[config.mk]
export PLATFORM = sky130hd
export DESIGN_NAME = lane_steer_top
export DESIGN_NICKNAME = d
export VERILOG_FILES = /design/src/rtl/lane_steer_pkg.sv /design/src/rtl/lane_steer_decode.sv /design/src/rtl/lane_steer_hold.sv /design/src/rtl/lane_steer_top.sv
export SDC_FILE = /design/constraint.sdc
export NUM_CORES = 1
export LEC_CHECK = 0
export CELL_PAD_IN_SITES_DETAIL_PLACEMENT = 1
export CELL_PAD_IN_SITES_GLOBAL_PLACEMENT = 2
export CORE_AREA = 2 2 39 41
export CTS_BUF_LIST = sky130_fd_sc_hd__clkbuf_4 sky130_fd_sc_hd__clkbuf_8
export DETAILED_ROUTE_END_ITERATION = 8
export DIE_AREA = 0 0 41 43
export GPL_ROUTABILITY_DRIVEN = 0
export PLACE_DENSITY_LB_ADDON = 0.1
export SETUP_SLACK_MARGIN = 0.15
export SYNTH_ARGS = -nofsm -noshare
export SYNTH_HDL_FRONTEND = slang
export SYNTH_SLANG_ARGS = --single-unit
[constraint.sdc]
create_clock -name clk -period 1.6 [get_ports clk]
set_input_delay 0.48 -clock clk [delete_from_list [all_inputs] [get_ports clk]]
set_output_delay 0.48 -clock clk [all_outputs]
set_load 0.01 [all_outputs]
[src/rtl/lane_steer_pkg.sv]
package lane_steer_pkg;
  localparam int unsigned BUS_BYTES = 4;
  localparam int unsigned IDX_W     = $clog2(BUS_BYTES);
  localparam int unsigned UPPER     = BUS_BYTES - 1;

  typedef struct packed {
    logic [UPPER-1:0] lanes_n;
    logic [IDX_W-1:0] addr;
  } steer_sel_t;
endpackage

[src/rtl/lane_steer_decode.sv]
module lane_steer_decode
  import lane_steer_pkg::*;
(
  input  logic [BUS_BYTES-1:0] be_n,
  input  logic                 bs8_n,
  output steer_sel_t           sel
);
  logic [BUS_BYTES-1:0] be;
  logic [BUS_BYTES-1:0] shifted;
  logic [IDX_W-1:0]     low;
  logic                 found;
  logic                 contig;

  assign be = ~be_n;

  // lowest asserted byte
  always_comb begin
    low   = '0;
    found = 1'b0;
    for (int i = 0; i < BUS_BYTES; i++) begin
      if (be[i] && !found) begin
        low   = IDX_W'(i);
        found = 1'b1;
      end
    end
  end

  // a run of ones starting at the lowest byte must have no gap above it
  always_comb begin
    shifted = be >> low;
    contig  = found && ((shifted & (shifted + 1'b1)) == '0);
  end

  always_comb begin
    sel.lanes_n = '1;
    sel.addr    = '0;
    if (!bs8_n && contig) begin
      sel.addr = low;
      if (low != '0) sel.lanes_n[int'(low) - 1] = 1'b0;
    end
  end
endmodule

[src/rtl/lane_steer_hold.sv]
module lane_steer_hold
  import lane_steer_pkg::*;
(
  input  logic       clk,
  input  logic       rst,
  input  logic       load,
  input  steer_sel_t next_sel,
  output steer_sel_t cur_sel
);
  always_ff @(posedge clk) begin
    if (rst) begin
      cur_sel.lanes_n <= '1;
      cur_sel.addr    <= '0;
    end else if (load) begin
      cur_sel <= next_sel;
    end
  end
endmodule

[src/rtl/lane_steer_top.sv]
module lane_steer_top
  import lane_steer_pkg::*;
(
  input  logic                 clk,
  input  logic                 rst,
  input  logic                 ads_n,
  input  logic                 bs8_n,
  input  logic [BUS_BYTES-1:0] be_n,
  output logic [UPPER-1:0]     lane_en_n,
  output logic [IDX_W-1:0]     lane_addr
);
  steer_sel_t decoded;
  steer_sel_t held;

  lane_steer_decode u_decode (
    .be_n  (be_n),
    .bs8_n (bs8_n),
    .sel   (decoded)
  );

  lane_steer_hold u_hold (
    .clk      (clk),
    .rst      (rst),
    .load     (!ads_n),
    .next_sel (decoded),
    .cur_sel  (held)
  );

  assign lane_en_n = held.lanes_n;
  assign lane_addr = held.addr;
endmodule

==> impl.org, run 1 <==
** Setup path
- Counting cells, the worst reg-to-reg path comes to 1.
- The startpoint identified for the worst register-to-register timing path is u_hold.cur_sel[4].
- STA classifies the critical path endpoint as a register.
- Register-to-register setup slack :: slightly below 1 ns
- Critical register-to-register path endpoint :: u_hold.cur_sel[4]
- Tracing the worst setup path back leads to its startpoint at bs8_n.
- In this run the worst path has a maximum fanout of 3.
- Data on the critical path arrives at its endpoint at ~1.6 ns.
- Startpoint type of the worst setup path :: input port
- For the worst setup path, the data required time is between 1.5 and 2 ns.
- Following the worst setup path forward leads to its endpoint at u_hold.cur_sel[3].
- The worst setup path is of the in -> reg kind.

** GRT
- Global-route track usage on met1 :: around 6.7%
- Overflow left after global routing :: 0
- Antenna violations before repair :: 0
- Fraction of met2 tracks used by global routing :: ~13%
- Met3 GRT Util :: under 10%
- The number of global-route vias before repair came to about 230.
- Global routing consumed, over all layers together, 8.024% of the routing resources.
- Global routing's busiest layer :: met2
- The first global-routing pass estimated around 890 µm of wire.
- Entering global routing, the biggest net connects 6 pins.

** Floorplan
- After floorplanning, the core was divided into 14 placement rows.
- 13 I/O pins were placed.
- Once the floorplan was initialized, standard cells occupied roughly 16% of the core.
- The die is roughly 40 µm wide.
- From bottom edge to top edge, the die measures about 43 µm.
- Area of the core region :: between 1000 and 1500 µm²
- The die covers approximately 1800 µm².

** Timing
- In the final timing run, aggregate negative setup slack is 0 ns.
- Based on the critical path, the design can be clocked at up to just over 0.7 GHz.
- Subtracting the final worst setup slack from the clock period gives approximately 1.4 ns.
- Final setup vio count :: 0
- Measured against its own limit, the worst slew margin works out to 86.78%.
- Setup repair after global routing left no endpoint under its margin.
- Final number of max-transition violations :: 0
- In the post-route analysis, the smallest setup slack over all paths is between 0.15 and 0.2 ns.
- Final Cycle Share :: roughly nine tenths
- Hold violation total from the final report :: 0
- On the final layout, the worst clock skew is 0 ns.
- Slew at the pin closest to its max-slew limit :: 0.1979 ns

** CTS
- Postcts setup bufs :: 0
- Buffers inserted during clock tree synthesis total 3.
- Worst-path clk slew :: roughly 0.05 ns
- TritonCTS built the clock tree.
- After clock tree synthesis, the flow added hold-fix buffers numbering 0.
- H-tree depth :: 1
- At the later pin of the worst-skew pair, clock insertion delay measures roughly 0.24 ns.
- The clock net in this run drives a total of 5 sinks.
- Clock Root Buffer :: clkbuf_4
- Counting along the longest clock path gives a buffer depth of 2.

** Cells and area
- In the final layout, the share of cells above drive strength 1 is 33.33%.
- Measured on the finished design, the core utilization comes to between 20 and 30%.
- Excluding fillers, the count of instances in the completed layout stands at 55.
- Number of nets in the layout :: 48
- Synth-to-Final Area Change :: 79.89%
- The largest registers in the layout are u_hold.cur_sel: 5 flops.
- The register with the most flip-flops in the layout has 5 of them.
- The register with the most flip-flops in the final layout is u_hold.cur_sel.
- Diode count :: 0

** Flow run
- The tool flagged a number of max-cap violations equal to 0.

** Worst hold path
- The worst hold path belongs to the class reg -> reg.

** Synth
- Top cells by area in the synthesized netlist :: dfxtp_1, or3b_4, o22a_1, nor2b_2, xnor2_1
- Synthesis inferred 5 register bits.
- Cell Area, Synth :: approximately 220 µm²
- Post-synth ARST share :: 0%
- Top cell type by total area after synthesis :: dfxtp_1
- Count of warnings emitted by yosys :: 0
- Net count after synthesis :: 28
- Number of distinct library cell variants in the gate-level netlist after synthesis :: 14
- In this run the mean area of a mapped cell was 10.89 µm².
- Fraction of synthesized cell area taken by the top area cell type :: between 40 and 50%
- Sorting the synthesized cells by how often they occur yields dfxtp_1, o22a_1, or3b_4.
- Cell count after synthesis :: 20
- Number of enable-type register cells in the synthesized netlist :: 0
- Cell with the most instances after synthesis :: dfxtp_1
- Sequential elements use between 40% and 50% of the synthesized area.
- Among all flip-flop cells after synthesis, the most frequent one is dfxtp_1.

** Drt
- Antenna-violating nets left :: 0
- Count of unresolved DRC violations after routing :: 0
- The final route contains around 220 vias.
- Using the TritonRoute via totals, the vias-per-cell ratio works out to 3.927.
- Detailed Routing Iterations Pass 1 :: 1
- For this block, the initial DRC count from the detailed router was 0.
- Total wirelength of the detailed-routed design :: approximately 550 µm
- Routed WL per cell :: around 10 µm

** Placement
- Post-placement worst setup slack :: -0.4143 ns
- During placement, the flow inserted port buffers numbering 12.
- After detailed placement, the design holds a cell count of 51.

** Pwr
- Logic gate share of total power :: about an eighth
- Summing internal, switching and leakage power gives ~0.33 mW.
- Clock share of power :: 48.8%
- Across the VDD grid, the largest voltage drop is 0.3596 mV.
- Of the total power, the share spent switching nets is about 20%.
- P_leak :: around 0.17 nW
- The internal portion of the total power is between 0.2 and 0.3 mW.
- Total net switching power :: around 0.066 mW
- Sequential cells account for about 39% of the total power.
- For this design the ratio of total power to cell area is around 850 nW/µm².

** Run status
- Status :: finished clean
==> per-layer routing <==
| metal | wire [µm] | up-vias | part of all wire, % |
|---|---|---|---|
| met2 | 279 | 8 | 51 |
| met5 | 0 | - | 0 |
| met3 | 57 | 0 | 10 |
| met1 | 208 | 98 | 38 |
| li1 | - | 110 | - |
| met4 | 0 | 0 | 0 |
==> power by group through the flow <==
stage,clock network (mW),logic [mW],registers (mW)
floorplan,0,0.0136,0.132
global route,0.178,0.0449,0.129
detailed placement,0,0.0470,0.131
CTS,0.168,0.0417,0.129
global placement,0,0.0461,0.131
finish,0.162,0.0408,0.129
==> logic make-up (layout without fill, tap and decap cells) <==
kind of cell | Yosys count | count (layout) | share of synthesized area [%]
AO/OA/AOI/OAI | 5 | 5 | 17.82
AND/OR/NAND/NOR | 8 | 8 | 30.47
flip-flops | 5 | 5 | 45.98
XOR/XNOR | 1 | 1 | 4.024
buffers and inverters | 1 | 20 | 1.722
==> placed cells by master (no fill, tap or decap), types with 2 or more instances in the layout <==
master / instances
or3b_4: 2
clkdlybuf4s50_1: 3
buf_4: 3
dfxtp_1: 5
o22a_1: 2
clkbuf_4: 4
dlygate4sd2_1: 5
buf_2: 3
==> final cells by class <==
type / count / area, µm²
well taps: 16 / 20.02
flip-flops and latches: 5 / 100.1
fillers: 167 / 992.2
inverters: 1 / 3.754
multi-input cells: 14 / 113.9
clock buffers: 4 / 30.03
repair buffers: 15 / 123.9
==> per-stage QoR <==
stage	hold slack (ns)	cell area, µm²
after global placement	0.4598	380.4
after global routing	0.4999	391.6
after CTS	0.4764	389.1
after floorplan	0.4927	217.7
final	0.4734	391.6
after detailed placement	0.4720	380.4
==> how the worst min path moves through the flow <==
stage	endpoint	cells past startpoint	from
5_1_grt	u_hold.cur_sel[1]	2	u_hold.cur_sel[1]
6_report	u_hold.cur_sel[1]	2	u_hold.cur_sel[1]
4_1_cts	u_hold.cur_sel[1]	2	u_hold.cur_sel[1]
3_5_place_dp	u_hold.cur_sel[1]	2	u_hold.cur_sel[1]
3_3_place_gp	u_hold.cur_sel[1]	2	u_hold.cur_sel[1]
2_1_floorplan	u_hold.cur_sel[1]	2	u_hold.cur_sel[1]
==> critical path, cell delays in order <==
cell and delay [ns]:
buf_2 0.10, or3b_4 0.38, or3b_4 0.42, o22a_1 0.17
==> what timing repair did <==
item,4_1_cts,5_1_grt
resized for setup,15,1
pin swaps,4,0
setup endpoints to repair,10,2
No activity file was read; power rests on OpenSTA's default activity.
==> run 2: changes to the inputs <==
--- a/config.mk
+++ b/config.mk
@@ -14,6 +14,7 @@
 export GPL_ROUTABILITY_DRIVEN = 0
 export PLACE_DENSITY_LB_ADDON = 0.1
 export SETUP_SLACK_MARGIN = 0.15
+export SLEW_MARGIN = 30
 export SYNTH_ARGS = -nofsm -noshare
 export SYNTH_HDL_FRONTEND = slang
 export SYNTH_SLANG_ARGS = --single-unit
==> results of run 2 <==
No change in the layout: final DEF, timing and power equal those of run 1.
==> run 3: changes to the inputs <==
==> constraint.sdc (replaced) <==
create_clock -name clk -period 1.6 [get_ports clk]
set_input_delay 0.32 -clock clk [delete_from_list [all_inputs] [get_ports clk]]
set_output_delay 0.32 -clock clk [all_outputs]
set_load 0.01 [all_outputs]
==> run 3 against run 2 <==
Compared with the run above:
- clock power barely moved
- routed wire length decreased by 2.6%
- sequential share of layout area fell by 1.2 points
- via count is 2.8% lower
- non-clock buffer count is the same
- design area rose by 4.8%
- die area unchanged
==> impl.org, run 3 (synthesis gave the netlist of run 1 again) <==
** GRT
- The total overflow left after global routing is 0.
- Aggregate global-route resource usage :: 7.715%
- Entering global routing, the biggest net connects 4 pins.
- Antenna violations before repair :: 0
- Vias in the first global route :: roughly 210
- The first global-routing pass estimated 890 µm of wire.

** Timing
- Worst slew margin :: approximately 87%
- Highest Clock Rate :: 0.7071 GHz
- Slew at the pin closest to its max-slew limit :: ~0.19 ns
- The final number of max-transition violations was 0.
- On the final layout, the worst clock skew is 0 ns.
- After layout, the minimum clock period comes to 1.414 ns.
- Setup violations remaining at the end of the flow were counted as 0.
- Setup repair after global routing left no endpoint under its margin.
- Final Cycle Share :: between 80% and 90%
- The number of hold violations in the final report is 0.
- Worst hold margin :: 0.4730 ns

** Drt
- Detail-routed via count per cell :: approximately 3.8
- For this run, the detailed router's first-pass iteration total came to 1.
- The final route contains 210 vias.
- The count of nets left with antenna violations once routing finished came out at 0.
- Wires add up to about 530 µm.
- Count of unresolved DRC violations after routing :: 0
- Routed WL per cell :: 9.655 µm
- Starting DRC count in detailed routing :: 0

** Setup path
- Required time at the worst-slack endpoint :: between 1 and 1.5 ns
- STA classifies the critical path endpoint as an output port.
- Worst-path fanout max :: 2
- The signal on the critical path passes through clkdlybuf4s50_1.
- Buf+Inv Stages, Crit Path :: 1
- In this design, the stage delay of the slowest critical-path cell is about 0.53 ns.
- The cell family contributing the most delay on the critical path is buffers and inverters.
- Kind of critical path :: reg -> out
- STA classifies the critical path startpoint as a register.
- Crit path DAT :: between 1 and 1.5 ns
- The slowest stage of the critical path is the clkdlybuf4s50_1 cell.

** Cells and area
- Fraction of layout cells with a size suffix above 1 :: around a quarter
- The top cell types in the final layout, fill and taps aside, are clkdlybuf4s50_1, dfxtp_1, clkbuf_4, dlygate4sd2_1, buf_4.
- Diode count :: 0
- The largest registers in the layout are u_hold.cur_sel: 5 flops.
- The net count of the finished layout is 48.
- With fillers left out, the area of the finished cells amounts to about 410 µm².
- Most frequent standard cell in the layout excluding fill and tap cells :: clkdlybuf4s50_1
- From synthesis to final layout, the design area changed by 88.51%.
- Most flop-heavy register :: u_hold.cur_sel
- The register with the most flip-flops in the layout has 5 of them.

** Floorplan
- Area of the core region :: around 1400 µm²
- Total die area :: roughly 1800 µm²
- For this configuration, the core starts out at a cell density of about 16%.
- After floorplanning, the core was divided into 14 placement rows.
- The floorplan step set the die height to approximately 43 µm.
- Top-Level Pins :: 13
- Die X :: slightly above 40 µm

** CTS
- Worst-path clk slew :: 0.05 ns
- TritonCTS built the clock tree.
- Worst-skew pair later-pin latency :: about 0.24 ns
- H-tree depth :: 1
- CTS saw 5 sinks.
- In this run, CTS created clock tree buffers numbering 3.
- Clock tree buffer depth :: 2
- The root buffer cell chosen for the clock tree is clkbuf_4.
- Hold repair after CTS inserted 0 buffers.

** Pwr
- IR analysis of the VDD net gives a maximum drop of 0.2661 mV.
- Power spread over the standard cell area amounts to 820.1 nW/µm².
- P_leak :: about 0.17 nW

** Placement
- Placed inst area :: 380.4 µm²
- The count of buffers added on input and output ports is 12.

** Flow run
- Max capacitance violation total :: 0

** Worst hold path
- HP Class :: reg -> reg

** Run status
- The flow ran to the end, and the final reports show no timing, DRC or antenna violations.
run 3: changes by cell type in the layout (fill, tap and decap cells not counted):
cell             previous run  this run
buf_2                       3         0
clkdlybuf4s50_1             3         6
dlygate4sd2_1               5         4
dlymetal6s2s_1              1         2
run 3: repair_timing:
item                       4_1_cts  5_1_grt
hold endpoints to repair         0        0
gates resized for setup          4        2
setup endpoints to repair        4        2
setup buffers                    0        0
pin swaps                        4        0
run 3: final cells by class:
class | count | area [µm²]
well taps | 16 | 20.02
fillers | 163 | 973.4
multi-input cells | 14 | 113.9
clock buffers | 4 | 30.03
inverters | 1 | 3.754
repair buffers | 15 | 142.6
flip-flops and latches | 5 | 100.1
run 3: per-stage QoR:
step / std cells / total power [mW] / setup TNS [ns] / utilization (%) / worst slack, ns
after floorplan: 20 / 0.1456 / 0 / - / 0.2303
after global placement: 51 / 0.1771 / -0.7036 / 27.49 / -0.2406
after detailed placement: 51 / 0.1775 / -0.7315 / 27.49 / -0.2376
after CTS: 55 / 0.3455 / 0 / 29.29 / 0.1667
after global routing: 55 / 0.3547 / 0 / 29.66 / 0.1501
final: 55 / 0.3366 / 0 / 29.66 / 0.1857
run 3: report_power, final:
part	internal, mW	switching [mW]
Clock	0.111	0.0538
Combinational	0.0291	0.0140
Sequential	0.127	0.00110
run 3: final timing paths:
| check | start | end | slack (ns) | depth (start not counted) |
|---|---|---|---|---|
| min | u_hold.cur_sel[1] | u_hold.cur_sel[1] | 0.47 | 2 |
| max reg2reg | u_hold.cur_sel[3] | u_hold.cur_sel[3] | 0.99 | 1 |
| max | u_hold.cur_sel[3] | lane_en_n[1] | 0.19 | 1 |
| min reg2reg | u_hold.cur_sel[1] | u_hold.cur_sel[1] | 0.47 | 2 |
run 3: metal layers:
layer | share of wire [%] | global-route usage, %
met1 | 46 | 9.265
met5 | 0 | 0
met2 | 45 | 10.00
met4 | 1.3 | 6.000
met3 | 8.1 | 3.665
